**src/rtl/lpm_pkg.sv**
```systemverilog
package lpm_pkg;

    typedef enum logic [2:0] {
        MD_ACTIVE    = 3'd0,
        MD_SUBACTIVE = 3'd1,
        MD_SLEEP     = 3'd2,
        MD_STANDBY   = 3'd3,
        MD_WATCH     = 3'd4,
        MD_SETTLE    = 3'd5
    } lpm_mode_e;

    typedef struct packed {
        logic cpu;
        logic tmr;
        logic per;
        logic osc;
        logic hold;
    } lpm_gate_t;

    // exponent offset above the base for a given select code
    function automatic logic [2:0] settle_step(input logic [2:0] sel);
        return sel[2] ? 3'd4 : {1'b0, sel[1:0]};
    endfunction

    function automatic logic is_run(input lpm_mode_e m);
        return (m == MD_ACTIVE) || (m == MD_SUBACTIVE);
    endfunction

endpackage

```
**src/rtl/lpm_settle_timer.sv**
```systemverilog
module lpm_settle_timer
    import lpm_pkg::*;
#(
    parameter int BASE  = 13,
    parameter int CNT_W = BASE + 5
) (
    input  logic             clk,
    input  logic             rst,
    input  logic             start,
    input  logic             running,
    input  logic [2:0]       sel,
    output logic             done,
    output logic [CNT_W-1:0] count
);
    logic [2:0]       step_q;
    logic [CNT_W-1:0] last;

    always_ff @(posedge clk) begin
        if (rst) begin
            count  <= '0;
            step_q <= '0;
        end else if (start) begin
            count  <= '0;
            step_q <= settle_step(sel);
        end else if (running) begin
            count  <= count + 1'b1;
        end
    end

    always_comb begin
        last = (CNT_W'(1) << (BASE + 32'(step_q))) - CNT_W'(1);
        done = running && (count == last);
    end
endmodule

```
**src/rtl/lpm_fsm.sv**
```systemverilog
module lpm_fsm
    import lpm_pkg::*;
(
    input  logic      clk,
    input  logic      rst,
    input  logic      sleep_req,
    input  logic      standby_en,
    input  logic      watch_sel,
    input  logic      speed_sel,
    input  logic      wake_evt,
    input  logic      settle_done,
    output lpm_mode_e state,
    output logic      settle_start
);
    lpm_mode_e nxt;
    logic      ret_sub;

    always_comb begin
        nxt = state;
        unique case (state)
            MD_ACTIVE, MD_SUBACTIVE: begin
                if (sleep_req) begin
                    if (!standby_en)    nxt = MD_SLEEP;
                    else if (watch_sel) nxt = MD_WATCH;
                    else                nxt = MD_STANDBY;
                end else begin
                    nxt = speed_sel ? MD_SUBACTIVE : MD_ACTIVE;
                end
            end
            MD_SLEEP:   if (wake_evt) nxt = ret_sub ? MD_SUBACTIVE : MD_ACTIVE;
            MD_STANDBY: if (wake_evt) nxt = MD_SETTLE;
            MD_WATCH:   if (wake_evt) nxt = ret_sub ? MD_SUBACTIVE : MD_SETTLE;
            MD_SETTLE:  if (settle_done) nxt = MD_ACTIVE;
            default:    nxt = MD_ACTIVE;
        endcase
        settle_start = (nxt == MD_SETTLE) && (state != MD_SETTLE);
    end

    always_ff @(posedge clk) begin
        if (rst) begin
            state   <= MD_ACTIVE;
            ret_sub <= 1'b0;
        end else begin
            state <= nxt;
            if (is_run(state) && sleep_req)
                ret_sub <= (state == MD_SUBACTIVE);
        end
    end
endmodule

```
**src/rtl/lpm_clk_gate.sv**
```systemverilog
module lpm_clk_gate
    import lpm_pkg::*;
(
    input  lpm_mode_e state,
    output lpm_gate_t gate
);
    always_comb begin
        unique case (state)
            MD_ACTIVE, MD_SUBACTIVE: gate = '{cpu:1'b1, tmr:1'b1, per:1'b1, osc:1'b1, hold:1'b0};
            MD_SLEEP:                gate = '{cpu:1'b0, tmr:1'b1, per:1'b1, osc:1'b1, hold:1'b0};
            MD_STANDBY:              gate = '{cpu:1'b0, tmr:1'b0, per:1'b0, osc:1'b0, hold:1'b1};
            MD_WATCH:                gate = '{cpu:1'b0, tmr:1'b1, per:1'b0, osc:1'b0, hold:1'b1};
            MD_SETTLE:               gate = '{cpu:1'b0, tmr:1'b1, per:1'b0, osc:1'b1, hold:1'b0};
            default:                 gate = '{cpu:1'b0, tmr:1'b0, per:1'b0, osc:1'b1, hold:1'b0};
        endcase
    end
endmodule

```
**src/rtl/lpm_ctrl.sv**
```systemverilog
module lpm_ctrl
    import lpm_pkg::*;
#(
    parameter int SETTLE_BASE = 13,
    localparam int CNT_W      = SETTLE_BASE + 5
) (
    input  logic       clk,
    input  logic       rst,
    input  logic       sleep_req,
    input  logic       standby_en,
    input  logic       watch_sel,
    input  logic       speed_sel,
    input  logic [2:0] settle_sel,
    input  logic       wake_evt,
    output logic [2:0] mode,
    output logic       cpu_clk_en,
    output logic       tmr_clk_en,
    output logic       per_clk_en,
    output logic       osc_en,
    output logic       port_hold
);
    lpm_mode_e        state;
    logic             settle_start;
    logic             settle_done;
    logic [CNT_W-1:0] settle_cnt;
    lpm_gate_t        gate;

    lpm_fsm u_fsm (
        .clk          (clk),
        .rst          (rst),
        .sleep_req    (sleep_req),
        .standby_en   (standby_en),
        .watch_sel    (watch_sel),
        .speed_sel    (speed_sel),
        .wake_evt     (wake_evt),
        .settle_done  (settle_done),
        .state        (state),
        .settle_start (settle_start)
    );

    lpm_settle_timer #(.BASE(SETTLE_BASE), .CNT_W(CNT_W)) u_timer (
        .clk     (clk),
        .rst     (rst),
        .start   (settle_start),
        .running (state == MD_SETTLE),
        .sel     (settle_sel),
        .done    (settle_done),
        .count   (settle_cnt)
    );

    lpm_clk_gate u_gate (
        .state (state),
        .gate  (gate)
    );

    assign mode       = state;
    assign cpu_clk_en = gate.cpu;
    assign tmr_clk_en = gate.tmr;
    assign per_clk_en = gate.per;
    assign osc_en     = gate.osc;
    assign port_hold  = gate.hold;
endmodule

```
**config.mk**
```make
export PLATFORM = sky130hd
export DESIGN_NAME = lpm_ctrl
export DESIGN_NICKNAME = d
export VERILOG_FILES = /design/src/rtl/lpm_pkg.sv /design/src/rtl/lpm_settle_timer.sv /design/src/rtl/lpm_fsm.sv /design/src/rtl/lpm_clk_gate.sv /design/src/rtl/lpm_ctrl.sv
export SDC_FILE = /design/constraint.sdc
export NUM_CORES = 1
export LEC_CHECK = 0
export CAP_MARGIN = 25
export CORE_ASPECT_RATIO = 0.75
export CORE_MARGIN = 2
export CORE_UTILIZATION = 54
export CTS_CLUSTER_SIZE = 14
export DETAILED_ROUTE_END_ITERATION = 8
export GPL_ROUTABILITY_DRIVEN = 0
export PLACE_DENSITY_LB_ADDON = 0.2
export REMOVE_ABC_BUFFERS = 1
export SYNTH_ARGS = -nofsm -noshare
export SYNTH_HDL_FRONTEND = slang
export SYNTH_SLANG_ARGS = --single-unit
```
**constraint.sdc**
```tcl
create_clock -name clk -period 2.5 [get_ports clk]
set_clock_uncertainty 0.1 [all_clocks]
set_input_delay 0.25 -clock clk [delete_from_list [all_inputs] [get_ports clk]]
set_output_delay 0.25 -clock clk [all_outputs]
set_load 0.03 [all_outputs]
```
==> out/results.txt, run 1 <==
Clock-pin slew on the worst setup and hold paths: 0.14 ns
Top-Level Pins: 18
First-pass GRT wire length: 5.09 mm
Initial DRC Count: 84
Final Hold Violating Endpoints: 0
Gr usage total: 0.205
Top area cells in the synthesized netlist: sky130_fd_sc_hd__dfxtp_1 (35%), sky130_fd_sc_hd__nor2_1 (7.4%), sky130_fd_sc_hd__xor2_1 (6.8%), sky130_fd_sc_hd__xnor2_1 (5.5%), sky130_fd_sc_hd__nand2_1 (4.5%)
Fillers: 256
Chip Width: 63.3 microns
Drt drc: 0
Smallest hold slack: 0.404 ns
Area grow syn2layout: 15.3%
Wire length after detailed routing: 2.84 mm
Count of hold-fix buffers inserted at cts: 0
Residual antenna-violating net count after detailed routing: 0
Adder-cell share of the synthesized area: 0.0351
Maximum number of pins on one net before global-route repair: 19
Distinct cells, synth: 41
Min Clock Period, post-route: 2.33 ns
Area of the mapped netlist: 1420 sq um
Clock tree from TritonCTS: yes
Net total in the final layout: 203
Reg area: 502 sq um
Max rail drop VDD: 0.383 mV
TritonCTS Buffers: 3
Share of layout cells above drive strength 1: 0.0904
Total area of multi-input combinational cells: 876 sq um
Mean routed wirelength per cell: 12.7 microns
Synth Area in Compound Gates: 0.108
Starting Density: 0.556
Diode count: 0
Data required time at the worst endpoint: 2.15 ns
Number of global-route vias before repair: 1,134
Buffers from clock root to sink, at most: 2
First-pass iteration count of the detailed router: 4
Post-CTS Setup Repair Bufs: 0
Simple-gate share of the synthesized area: 0.313
FF+latch count, synth: 25
Chip Height: 48.5 microns
Fmax: 0.429 GHz
Largest stage delay on the critical path: 0.65 ns
Number of rows in the core area: 16
Highest fanout seen on the critical path: 10
Fraction of synthesized cell area in xor and xnor cells: 0.123
Via density per instance: 5.43
Commonest register cell after synthesis: sky130_fd_sc_hd__dfxtp_1
Die footprint: 3070 sq um
Share of flip-flops with an asynchronous set or reset: 0
Slew of the pin with the lowest slew margin: 0.450 ns
Sum of buffers and inverters on the critical path: 2
RSZ-0062 raised after global routing: no
CTS Root Buffer Type: sky130_fd_sc_hd__clkbuf_4
Final global-route overflow total: 0
HPWL reported at the end of detailed placement: 2.17 mm
CP delay by family, top: buffers and inverters
Number of maximum-capacitance constraint violations: 0
Number of warnings issued by yosys: 0
Minimum setup slack after placement: -0.00568 ns
EDFF count, synth: 0
Htree depth: 1
Max-slew headroom: 0.696
Leakage Power: 0.604 nW
Synthesized area per cell: 8.28 sq um
Clock network latency to the later pin of the worst-skew pair: 0.33 ns
Power density over the cells: 444 nW/um^2
Clk sink count: 25
Largest family of logic cells by synthesized area: simple AND/OR/NAND/NOR gates
Data arrival at the endpoint of the critical path: 1.98 ns
Total count of max-transition violations in the final report: 0
Placed cell area: 1590 sq um
Portion of netlist area occupied by mux cells: 0.0220
Fraction of post-synthesis cell area in the top cell type by area: 0.351
Part of the Yosys area used for sequential elements: 0.351
Std-Cell Core Area: 2560 sq um
Cell Chain, Critical Path: nor3b_2 > or2_2 > inv_1 > clkdlybuf4s50_1
Final Setup Violations: 0
Slowest stage cell, crit path: sky130_fd_sc_hd__clkdlybuf4s50_1
Antenna violations before repair: 0
Number of vias in the routed layout: 1,216
Classification of the worst-slack hold path: in -> reg
Number of input and output port buffers inserted: 17
Kind of end point of the critical path: output port
Final instance area: 1640 sq um
Most frequent standard cell in the layout excluding fill and tap cells: sky130_fd_sc_hd__nor2_1
Final period util: 0.933
Outcome: completed
Commonest cells after routing, fill and taps aside: sky130_fd_sc_hd__nor2_1 (28), sky130_fd_sc_hd__dfxtp_1 (24), sky130_fd_sc_hd__nand2_1 (17), sky130_fd_sc_hd__clkdlybuf4s50_1 (17), sky130_fd_sc_hd__xor2_1 (11)
Type of the setup path with the least slack: reg -> out
Startpoint Class: flop
Final WS setup: 0.167 ns
Synth area leader: sky130_fd_sc_hd__dfxtp_1
Number of instances in the synthesized netlist: 172
==> final timing paths <==
path / slack (ns) / cells past startpoint / startpoint / to
max: 0.17 / 4 / u_fsm.state[1]$_SDFF_PP0_ / osc_en
min: 0.40 / 3 / settle_sel[1] / u_timer.step_q[1]$_SDFFE_PP0P_
max reg2reg: 0.26 / 8 / u_timer.step_q[1]$_SDFFE_PP0P_ / u_fsm.state[0]$_SDFF_PP0_
min reg2reg: 0.41 / 2 / u_timer.step_q[1]$_SDFFE_PP0P_ / u_timer.step_q[1]$_SDFFE_PP0P_
==> synth_stat cells, drive strengths merged, types with 3 or more instances <==
library cell  count
o21ai             5
xor2             11
nor2             30
nor3b             3
nand4             7
buf               5
xnor2             9
nand2            18
nand2b            3
a21oi            10
dfxtp            25
nand3             7
inv               4
ha                4
nor3              3
==> final cells by class <==
type	count	share of cell area
clock buffers	4	0.0160
inverters	4	0.00915
multi-input cells	137	0.534
flip-flops and latches	25	0.306
well taps	36	0.0274
repair buffers	18	0.108
==> routing by layer <==
layer | GRT usage | wire length (microns) | vias up
li1 | - | - | 629
met3 | 0.0605 | 136 | 2
met4 | 0.0326 | 15 | 0
met2 | 0.349 | 1350 | 23
met1 | 0.264 | 1340 | 562
met5 | 0 | 0 | -
==> cells by family (layout without fill, tap and decap cells) <==
family | Yosys count | after routing
AND/OR/NAND/NOR | 86 | 86
flip-flops | 25 | 25
AO/OA/AOI/OAI | 24 | 24
XOR/XNOR | 20 | 20
buffers and inverters | 10 | 26
adder cells (fa/ha/maj) | 4 | 4
multiplexers | 3 | 3
==> tightest hold or removal path, cell delays in order <==
cell,delay [ns]
sky130_fd_sc_hd__clkdlybuf4s50_1,0.40
sky130_fd_sc_hd__nand4b_1,0.09
sky130_fd_sc_hd__a21oi_1,0.06
==> state kept, by name (all words and copies together), names as in the netlist <==
name            count
u_timer.count      18
u_fsm.state         3
u_timer.step_q      3
u_fsm.ret_sub       1
==> report_power, final <==
part | total, mW | leakage (nW) | internal (mW) | switching, mW
registers | 0.416 | 0.202 | 0.404 | 0.0119
logic | 0.132 | 0.387 | 0.0587 | 0.0738
clock network | 0.179 | 0.0150 | 0.0625 | 0.117
==> repair_timing <==
item                       4_1_cts  5_1_grt
setup endpoints to repair        2        4
resized for setup                1        4
hold endpoints to repair         0        0
==> stage by stage <==
stage                     total power, mW  cells   util  setup TNS, ns
after floorplan                     0.502    166      -              0
after global routing                0.762    224  0.641              0
after global placement              0.551    220  0.622              0
after CTS                           0.733    224  0.634              0
final                               0.728    224  0.641              0
after detailed placement            0.555    220  0.622        -0.0108
Note: power is estimated with default switching activity, not from simulation.
==> run 2, diff against run 1 <==
Settings changed: ABC_AREA set to 1, CORE_UTILIZATION 54 to 55.
==> run 2 against run 1 <==
Sequential share of layout area decreased by 7.9 points. Die area is 20% higher. Via count increased by 37%.
==> out/results.txt, run 2 <==
Clock-pin slew on the worst setup and hold paths: 0.08 ns (-0.06 ns)
Final Setup Violations: 0 (unchanged)
Top-Level Pins: 18 (unchanged)
Max-slew headroom: 0.742 (+0.0459)
Number of warnings issued by yosys: 0 (unchanged)
Placed cell area: 2110 sq um (+32%)
Buffers from clock root to sink, at most: 2 (unchanged)
Gr usage total: 0.210 (+0.00523)
Number of vias in the routed layout: 1,662 (+37%)
Starting Density: 0.591 (+0.0351)
Synthesized area per cell: 6.81 sq um (-18%)
EDFF count, synth: 0 (unchanged)
Most frequent standard cell in the layout excluding fill and tap cells: sky130_fd_sc_hd__nand2_1
Number of instances in the synthesized netlist: 260 (+51%)
Commonest cells after routing, fill and taps aside: sky130_fd_sc_hd__nand2_1 (57), sky130_fd_sc_hd__inv_1 (40), sky130_fd_sc_hd__nor2_1 (30)
FF+latch count, synth: 25 (unchanged)
Power density over the cells: 437 nW/um^2 (-1.4%)
TritonCTS Buffers: 3 (unchanged)
Part of the Yosys area used for sequential elements: 0.282 (-0.0690)
Via density per instance: 4.98 (-8.3%)
Startpoint Class: flop
Largest family of logic cells by synthesized area: simple AND/OR/NAND/NOR gates
Synth Area in Compound Gates: 0.0600 (-0.0481)
Biggest register: u_timer.count
Highest fanout seen on the critical path: 8 (-2)
Final global-route overflow total: 0 (unchanged)
Number of maximum-capacitance constraint violations: 0 (unchanged)
Minimum setup slack after placement: -0.0701 ns (-0.0644 ns)
Antenna violations before repair: 0 (unchanged)
Top area cells in the synthesized netlist: sky130_fd_sc_hd__dfxtp_1 (28%), sky130_fd_sc_hd__nand2_1 (13%), sky130_fd_sc_hd__inv_1 (9.1%), sky130_fd_sc_hd__nor2_4 (7.6%), sky130_fd_sc_hd__nor2_1 (7.0%)
Commonest register cell after synthesis: sky130_fd_sc_hd__dfxtp_1
Clk sink count: 25 (unchanged)
Diode count: 0 (unchanged)
First-pass GRT wire length: 6.15 mm (+21%)
Initial DRC Count: 92 (+9.5%)
Synth area leader: sky130_fd_sc_hd__dfxtp_1
Clock tree from TritonCTS: yes
Adder-cell share of the synthesized area: 0.0282 (-0.00690)
Final period util: 0.943 (+0.00940)
Simple-gate share of the synthesized area: 0.463 (+0.150)
Portion of netlist area occupied by mux cells: 0 (-0.0220)
Final Hold Violating Endpoints: 0 (unchanged)
Distinct cells, synth: 26 (-37%)
Final instance area: 2240 sq um (+36%)
Mean routed wirelength per cell: 11.0 microns (-13%)
Total count of max-transition violations in the final report: 0 (unchanged)
Wire length after detailed routing: 3.67 mm (+29%)
Count of hold-fix buffers inserted at cts: 0 (unchanged)
Data arrival at the endpoint of the critical path: 2.46 ns (+0.48 ns)
Top cell types by occurrence after synthesis: sky130_fd_sc_hd__nand2_1 (61), sky130_fd_sc_hd__inv_1 (43), sky130_fd_sc_hd__nor2_1 (33)
Area of the mapped netlist: 1770 sq um (+24%)
Fraction of post-synthesis cell area in the top cell type by area: 0.282 (-0.0690)
Registers with the most flip-flops: u_timer.count (18), u_fsm.state (3), u_timer.step_q (3)
Share of layout cells above drive strength 1: 0.243 (+0.153)
Drt drc: 0 (unchanged)
Maximum number of pins on one net before global-route repair: 14 (-5)
Slew of the pin with the lowest slew margin: 0.387 ns (-0.0626 ns)
Net total in the final layout: 311 (+53%)
Outcome: completed
Fraction of synthesized cell area in xor and xnor cells: 0.0593 (-0.0637)
Clock network latency to the later pin of the worst-skew pair: 0.27 ns (-0.06 ns)
Chip Width: 69.5 microns (+9.9%)
Number of rows in the core area: 17 (+1)
Kind of end point of the critical path: flop
Fillers: 243 (-5.1%)
Fmax: 0.424 GHz (-1.0%)
Flip-flop count of the largest register after layout: 18 (unchanged)
Number of input and output port buffers inserted: 17 (unchanged)
Chip Height: 53.2 microns (+9.7%)
Area grow syn2layout: 26.2%
Number of global-route vias before repair: 1,479 (+30%)
Min Clock Period, post-route: 2.36 ns (+0.0235 ns)
Die footprint: 3700 sq um (+20%)
RSZ-0062 raised after global routing: yes
Classification of the worst-slack hold path: reg -> reg
Final WS setup: 0.144 ns (-0.0235 ns)
Residual antenna-violating net count after detailed routing: 0 (unchanged)
Type of the setup path with the least slack: reg -> reg
HPWL reported at the end of detailed placement: 2.80 mm (+29%)
Htree depth: 1 (unchanged)
CTS Root Buffer Type: sky130_fd_sc_hd__clkbuf_8
Std-Cell Core Area: 3000 sq um (+17%)
First-pass iteration count of the detailed router: 4 (unchanged)
Leading cell type by number of instances after synthesis: sky130_fd_sc_hd__nand2_1
Max rail drop VDD: 0.307 mV (-20%)
Share of flip-flops with an asynchronous set or reset: 0 (unchanged)
Setup tns final: 0 ns (unchanged)
Data required time at the worst endpoint: 2.60 ns (+0.45 ns)
Leakage Power: 0.943 nW (+56%)
run 2: metrics by stage:
step | cells | hold WS (ns) | power, mW | util
after global placement | 329 | 0.365 | 0.724 | 0.703
after detailed placement | 329 | 0.373 | 0.728 | 0.703
final | 334 | 0.384 | 0.977 | 0.746
after global routing | 334 | 0.407 | 1.03 | 0.746
after floorplan | 259 | 0.219 | 0.630 | -
after CTS | 333 | 0.386 | 0.968 | 0.722
run 2: final timing paths:
kind | endpoint | cells past startpoint | start | slack [ns]
worst max-delay path | u_timer.count[7]$_SDFFE_PP0N_ | 19 | u_timer.step_q[0]$_SDFFE_PP0P_ | 0.14
worst min-delay path | u_timer.count[7]$_SDFFE_PP0N_ | 2 | u_timer.count[7]$_SDFFE_PP0N_ | 0.38
worst max register to register | u_timer.count[7]$_SDFFE_PP0N_ | 19 | u_timer.step_q[0]$_SDFFE_PP0P_ | 0.14
worst min register to register | u_timer.count[7]$_SDFFE_PP0N_ | 2 | u_timer.count[7]$_SDFFE_PP0N_ | 0.38
run 2: critical path, stage by stage (launching register included):
cell                      delay [ns]
sky130_fd_sc_hd__dfxtp_4        0.38
sky130_fd_sc_hd__nand2_4        0.07
sky130_fd_sc_hd__ha_4           0.28
sky130_fd_sc_hd__inv_2          0.05
sky130_fd_sc_hd__nand4_1        0.11
sky130_fd_sc_hd__nand2_2        0.11
sky130_fd_sc_hd__nor2_8         0.14
sky130_fd_sc_hd__nand3_2        0.08
sky130_fd_sc_hd__nand2_2        0.07
sky130_fd_sc_hd__nand2_1        0.05
sky130_fd_sc_hd__nand2_1        0.05
sky130_fd_sc_hd__nand2_1        0.04
sky130_fd_sc_hd__nor2_1         0.09
sky130_fd_sc_hd__nand2_1        0.07
sky130_fd_sc_hd__nand2_2        0.09
sky130_fd_sc_hd__nand2_2        0.08
sky130_fd_sc_hd__nand3_4        0.11
sky130_fd_sc_hd__nand2_4        0.07
sky130_fd_sc_hd__buf_12         0.15
sky130_fd_sc_hd__a21oi_1        0.10
run 2: power by group:
part | internal, mW | switching [mW]
registers | 0.408 | 0.00951
logic | 0.131 | 0.192
clock network | 0.114 | 0.123
total | 0.653 | 0.325
run 2: what timing repair did:
action / in CTS / in global routing
setup endpoints to repair: 21 / 21
hold endpoints to repair: 0 / 0
buffers inserted: 0 / 1
gates resized for setup: 2 / 22
pin swaps: 0 / 4
cloned: 0 / 0
run 2: cell families after synthesis:
group                      count (synthesis)
DFF                                       25
xor gates and xnor gates                  12
and+or+nand+nor                          154
AOI/OAI and AO/OA                         19
buffers and inverters                     46
adders and majority gates                  4
run 2: final cells by class:
type	instances	area [sq um]	share of cell area
clock buffers	4	45.0	0.0201
inverters	45	171	0.0767
multi-input cells	189	1150	0.513
flip-flops and latches	25	507	0.227
well taps	38	47.5	0.0213
repair buffers	33	319	0.143
run 2: routing by layer:
metal  GRT usage  part of all wire  vias up  routed length (microns)
li1            -                 -      879                        -
met3      0.0362             0.037        6                      137
met4      0.0882             0.016        0                       57
met2       0.351              0.46       26                     1700
met5           0                 0        -                        0
met1       0.272              0.48      751                     1780
==> run 3, diff against run 2 <==
Settings changed: REMOVE_ABC_BUFFERS 1 to not set.
==> run 3 against run 2 <==
Global-route usage is 0.57 points higher. Critical path depth stayed put. Flip-flop and latch count stayed put. Via count is 1.1% higher. Clock-buffer cell count is 1 lower. Final cell count is 0.90% lower. Worst setup slack worse by 0.10 ns. Sequential power hardly changed. Utilization stayed put.
==> out/results.txt, run 3 (synthesis gave the netlist of run 2 again) <==
Max-slew headroom: 0.643 (-0.0995)
Residual antenna-violating net count after detailed routing: 0 (unchanged)
Registers with the most flip-flops: u_timer.count (18), u_fsm.state (3), u_timer.step_q (3)
Outcome: completed
Final cell count without fillers: 331 (-0.90%)
Wire length after detailed routing: 3.80 mm (+3.5%)
Number of vias in the routed layout: 1,681 (+1.1%)
Number of input and output port buffers inserted: 17 (unchanged)
Kind of end point of the critical path: flop
Type of the setup path with the least slack: reg -> reg
CTS Root Buffer Type: sky130_fd_sc_hd__clkbuf_8
Switching power total: 344 uW (+5.8%)
Proportion of power drawn by the clock network: 0.248 (+0.005)
PnR Total Power: 994 uW (+1.7%)
Top-Level Pins: 18 (unchanged)
Min Clock Period, post-route: 2.46 ns (+0.103 ns)
Final WS setup: 0.0410 ns (-0.103 ns)
Maximum number of pins on one net before global-route repair: 16 (+2)
Data arrival at the endpoint of the critical path: 2.57 ns (+0.11 ns)
Clock tree from TritonCTS: yes
Starting Density: 0.591 (unchanged)
Final period util: 0.984 (+0.0411)
Leakage Power: 0.923 nW (-2.1%)
Final global-route overflow total: 0 (unchanged)
Wire length on met1: 1.91 mm (+7.5%)
Metal3 WL: 139 microns (+1.5%)
Sum of buffers and inverters on the critical path: 3 (+1)
RSZ-0062 raised after global routing: yes
Fmax: 0.407 GHz (-4.2%)
Clock network latency to the later pin of the worst-skew pair: 0.28 ns (about the same)
Clk sink count: 25 (unchanged)
CP most frequent cell: sky130_fd_sc_hd__nand2_1
HPWL reported at the end of detailed placement: 2.68 mm (-4.1%)
Initial DRC Count: 92 (unchanged)
Placed cell area: 2040 sq um (-3.3%)
Classification of the worst-slack hold path: reg -> reg
Startpoint Class: flop
Largest stage delay on the critical path: 0.36 ns (-0.02 ns)
Fraction of power consumed by sequential logic: 0.421 (-0.006)
Cell Chain, Critical Path: nand2_4 > ha_4 > inv_1 > nor2_4 > nand2_1 > nand2_2 > inv_2 > nand3_2 > nand2_1 > nand2_1 > nand3_2 > nor2_1 > nand2_1 > nand2_2 > nand2_2 > nand3_4 > buf_12 > nand2_8 > a21oi_2
Buffers from clock root to sink, at most: 2 (unchanged)
Number of global-route vias before repair: 1,503 (+1.6%)
Net total in the final layout: 308 (-0.96%)
Via density per instance: 5.08 (+2.1%)
Drt drc: 0 (unchanged)
Number of rows in the core area: 17 (unchanged)
First-pass iteration count of the detailed router: 4 (unchanged)
Gr usage total: 0.216 (+0.00572)
Most frequent standard cell in the layout excluding fill and tap cells: sky130_fd_sc_hd__nand2_1
Die footprint: 3700 sq um (unchanged)
Fillers: 236 (-2.9%)
Area grow syn2layout: 26.2% (unchanged)
Total count of max-transition violations in the final report: 0 (unchanged)
First-pass GRT wire length: 6.33 mm (+2.9%)
Sw Ratio: 0.346 (+0.0135)
Chip Height: 53.2 microns (unchanged)
Number of maximum-capacitance constraint violations: 0 (unchanged)
Slew of the pin with the lowest slew margin: 0.533 ns (+0.146 ns)
Highest fanout seen on the critical path: 9 (+1)
TritonCTS Buffers: 3 (unchanged)
Data required time at the worst endpoint: 2.61 ns (about the same)
Internal: 650 uW (-0.35%)
Final instance area: 2240 sq um (unchanged)
Share of layout cells above drive strength 1: 0.242 (-0.000922)
Power density over the cells: 445 nW/um^2 (+1.7%)
Antenna violations before repair: 0 (unchanged)
Placed cell count: 323 (-1.8%)
Clock-pin slew on the worst setup and hold paths: 0.10 ns (+0.02 ns)
Top Layer Used: met4
Setup tns final: 0 ns (unchanged)
Minimum setup slack after placement: -0.143 ns (-0.0727 ns)
Wire length on met2: 1.72 mm (+1.4%)
Chip Width: 69.5 microns (unchanged)
Slowest stage cell, crit path: sky130_fd_sc_hd__dfxtp_2
CP delay by family, top: simple AND/OR/NAND/NOR gates
Final Hold Violating Endpoints: 0 (unchanged)
Htree depth: 1 (unchanged)
Post-Synthesis Net Count: 274
Mean routed wirelength per cell: 11.5 microns (+4.4%)
Biggest register: u_timer.count
Max rail drop VDD: 0.315 mV (+2.8%)
Flip-flop count of the largest register after layout: 18 (unchanged)
Logic pwr share: 0.331 (about the same)
Std-Cell Core Area: 3000 sq um (unchanged)
Commonest cells after routing, fill and taps aside: sky130_fd_sc_hd__nand2_1 (55), sky130_fd_sc_hd__inv_1 (40), sky130_fd_sc_hd__nor2_1 (30)
Diode count: 0 (unchanged)
Final Setup Violations: 0 (unchanged)
## run 3: final timing paths
path | from | end | slack [ns] | cells after the start
setup reg to reg | u_timer.step_q[1]$_SDFFE_PP0P_ | u_timer.count[7]$_SDFFE_PP0N_ | 0.04 | 19
setup / recovery | u_timer.step_q[1]$_SDFFE_PP0P_ | u_timer.count[7]$_SDFFE_PP0N_ | 0.04 | 19
hold / removal | u_timer.count[7]$_SDFFE_PP0N_ | u_timer.count[7]$_SDFFE_PP0N_ | 0.40 | 2
hold reg to reg | u_timer.count[7]$_SDFFE_PP0N_ | u_timer.count[7]$_SDFFE_PP0N_ | 0.40 | 2
## run 3: metal layers
layer,vias up,track usage
li1,880,-
met1,757,0.275
met2,40,0.381
met3,4,0.0438
met4,0,0.0523
met5,-,0
## run 3: stage by stage
| step | hold slack (ns) | util |
|---|---|---|
| finish | 0.404 | 0.746 |
| global route | 0.401 | 0.746 |
| CTS | 0.385 | 0.708 |
| detailed placement | 0.374 | 0.679 |
| global placement | 0.364 | 0.679 |
| floorplan | 0.219 | - |
## run 3: layout make-up
class                   instances  area [sq um]  share of cell area
clock buffers                   3          41.3              0.0185
flip-flops and latches         25           504               0.226
inverters                      45           174              0.0778
repair buffers                 29           277               0.124
well taps                      38          47.5              0.0213
multi-input cells             190          1180               0.530
clock inverters                 1          7.51             0.00336
## run 3: what timing repair did
item	in CTS	in global routing
resized for setup	7	22
cloned	1	0
hold buffers	0	0
setup buffers	0	3
setup endpoints to repair	21	21
pin swaps	4	10
## run 3: worst reg2reg max path: cells and delay by family, from the launching register on
| kind | cells | cell delay (ns) |
|---|---|---|
| AO/OA/AOI/OAI | 1 | 0.13 |
| adder cells (fa/ha/maj) | 1 | 0.29 |
| buffers and inverters | 3 | 0.24 |
| flip-flops | 1 | 0.36 |
| AND/OR/NAND/NOR | 14 | 1.27 |
## run 3: power by group through the flow
stage                     combinational, mW  sequential [mW]  clock [mW]
final                                 0.329            0.419       0.246
after global routing                  0.362            0.420       0.271
after CTS                             0.296            0.418       0.258
after detailed placement              0.286            0.426           0
after global placement                0.282            0.426           0
after floorplan                       0.201            0.435           0
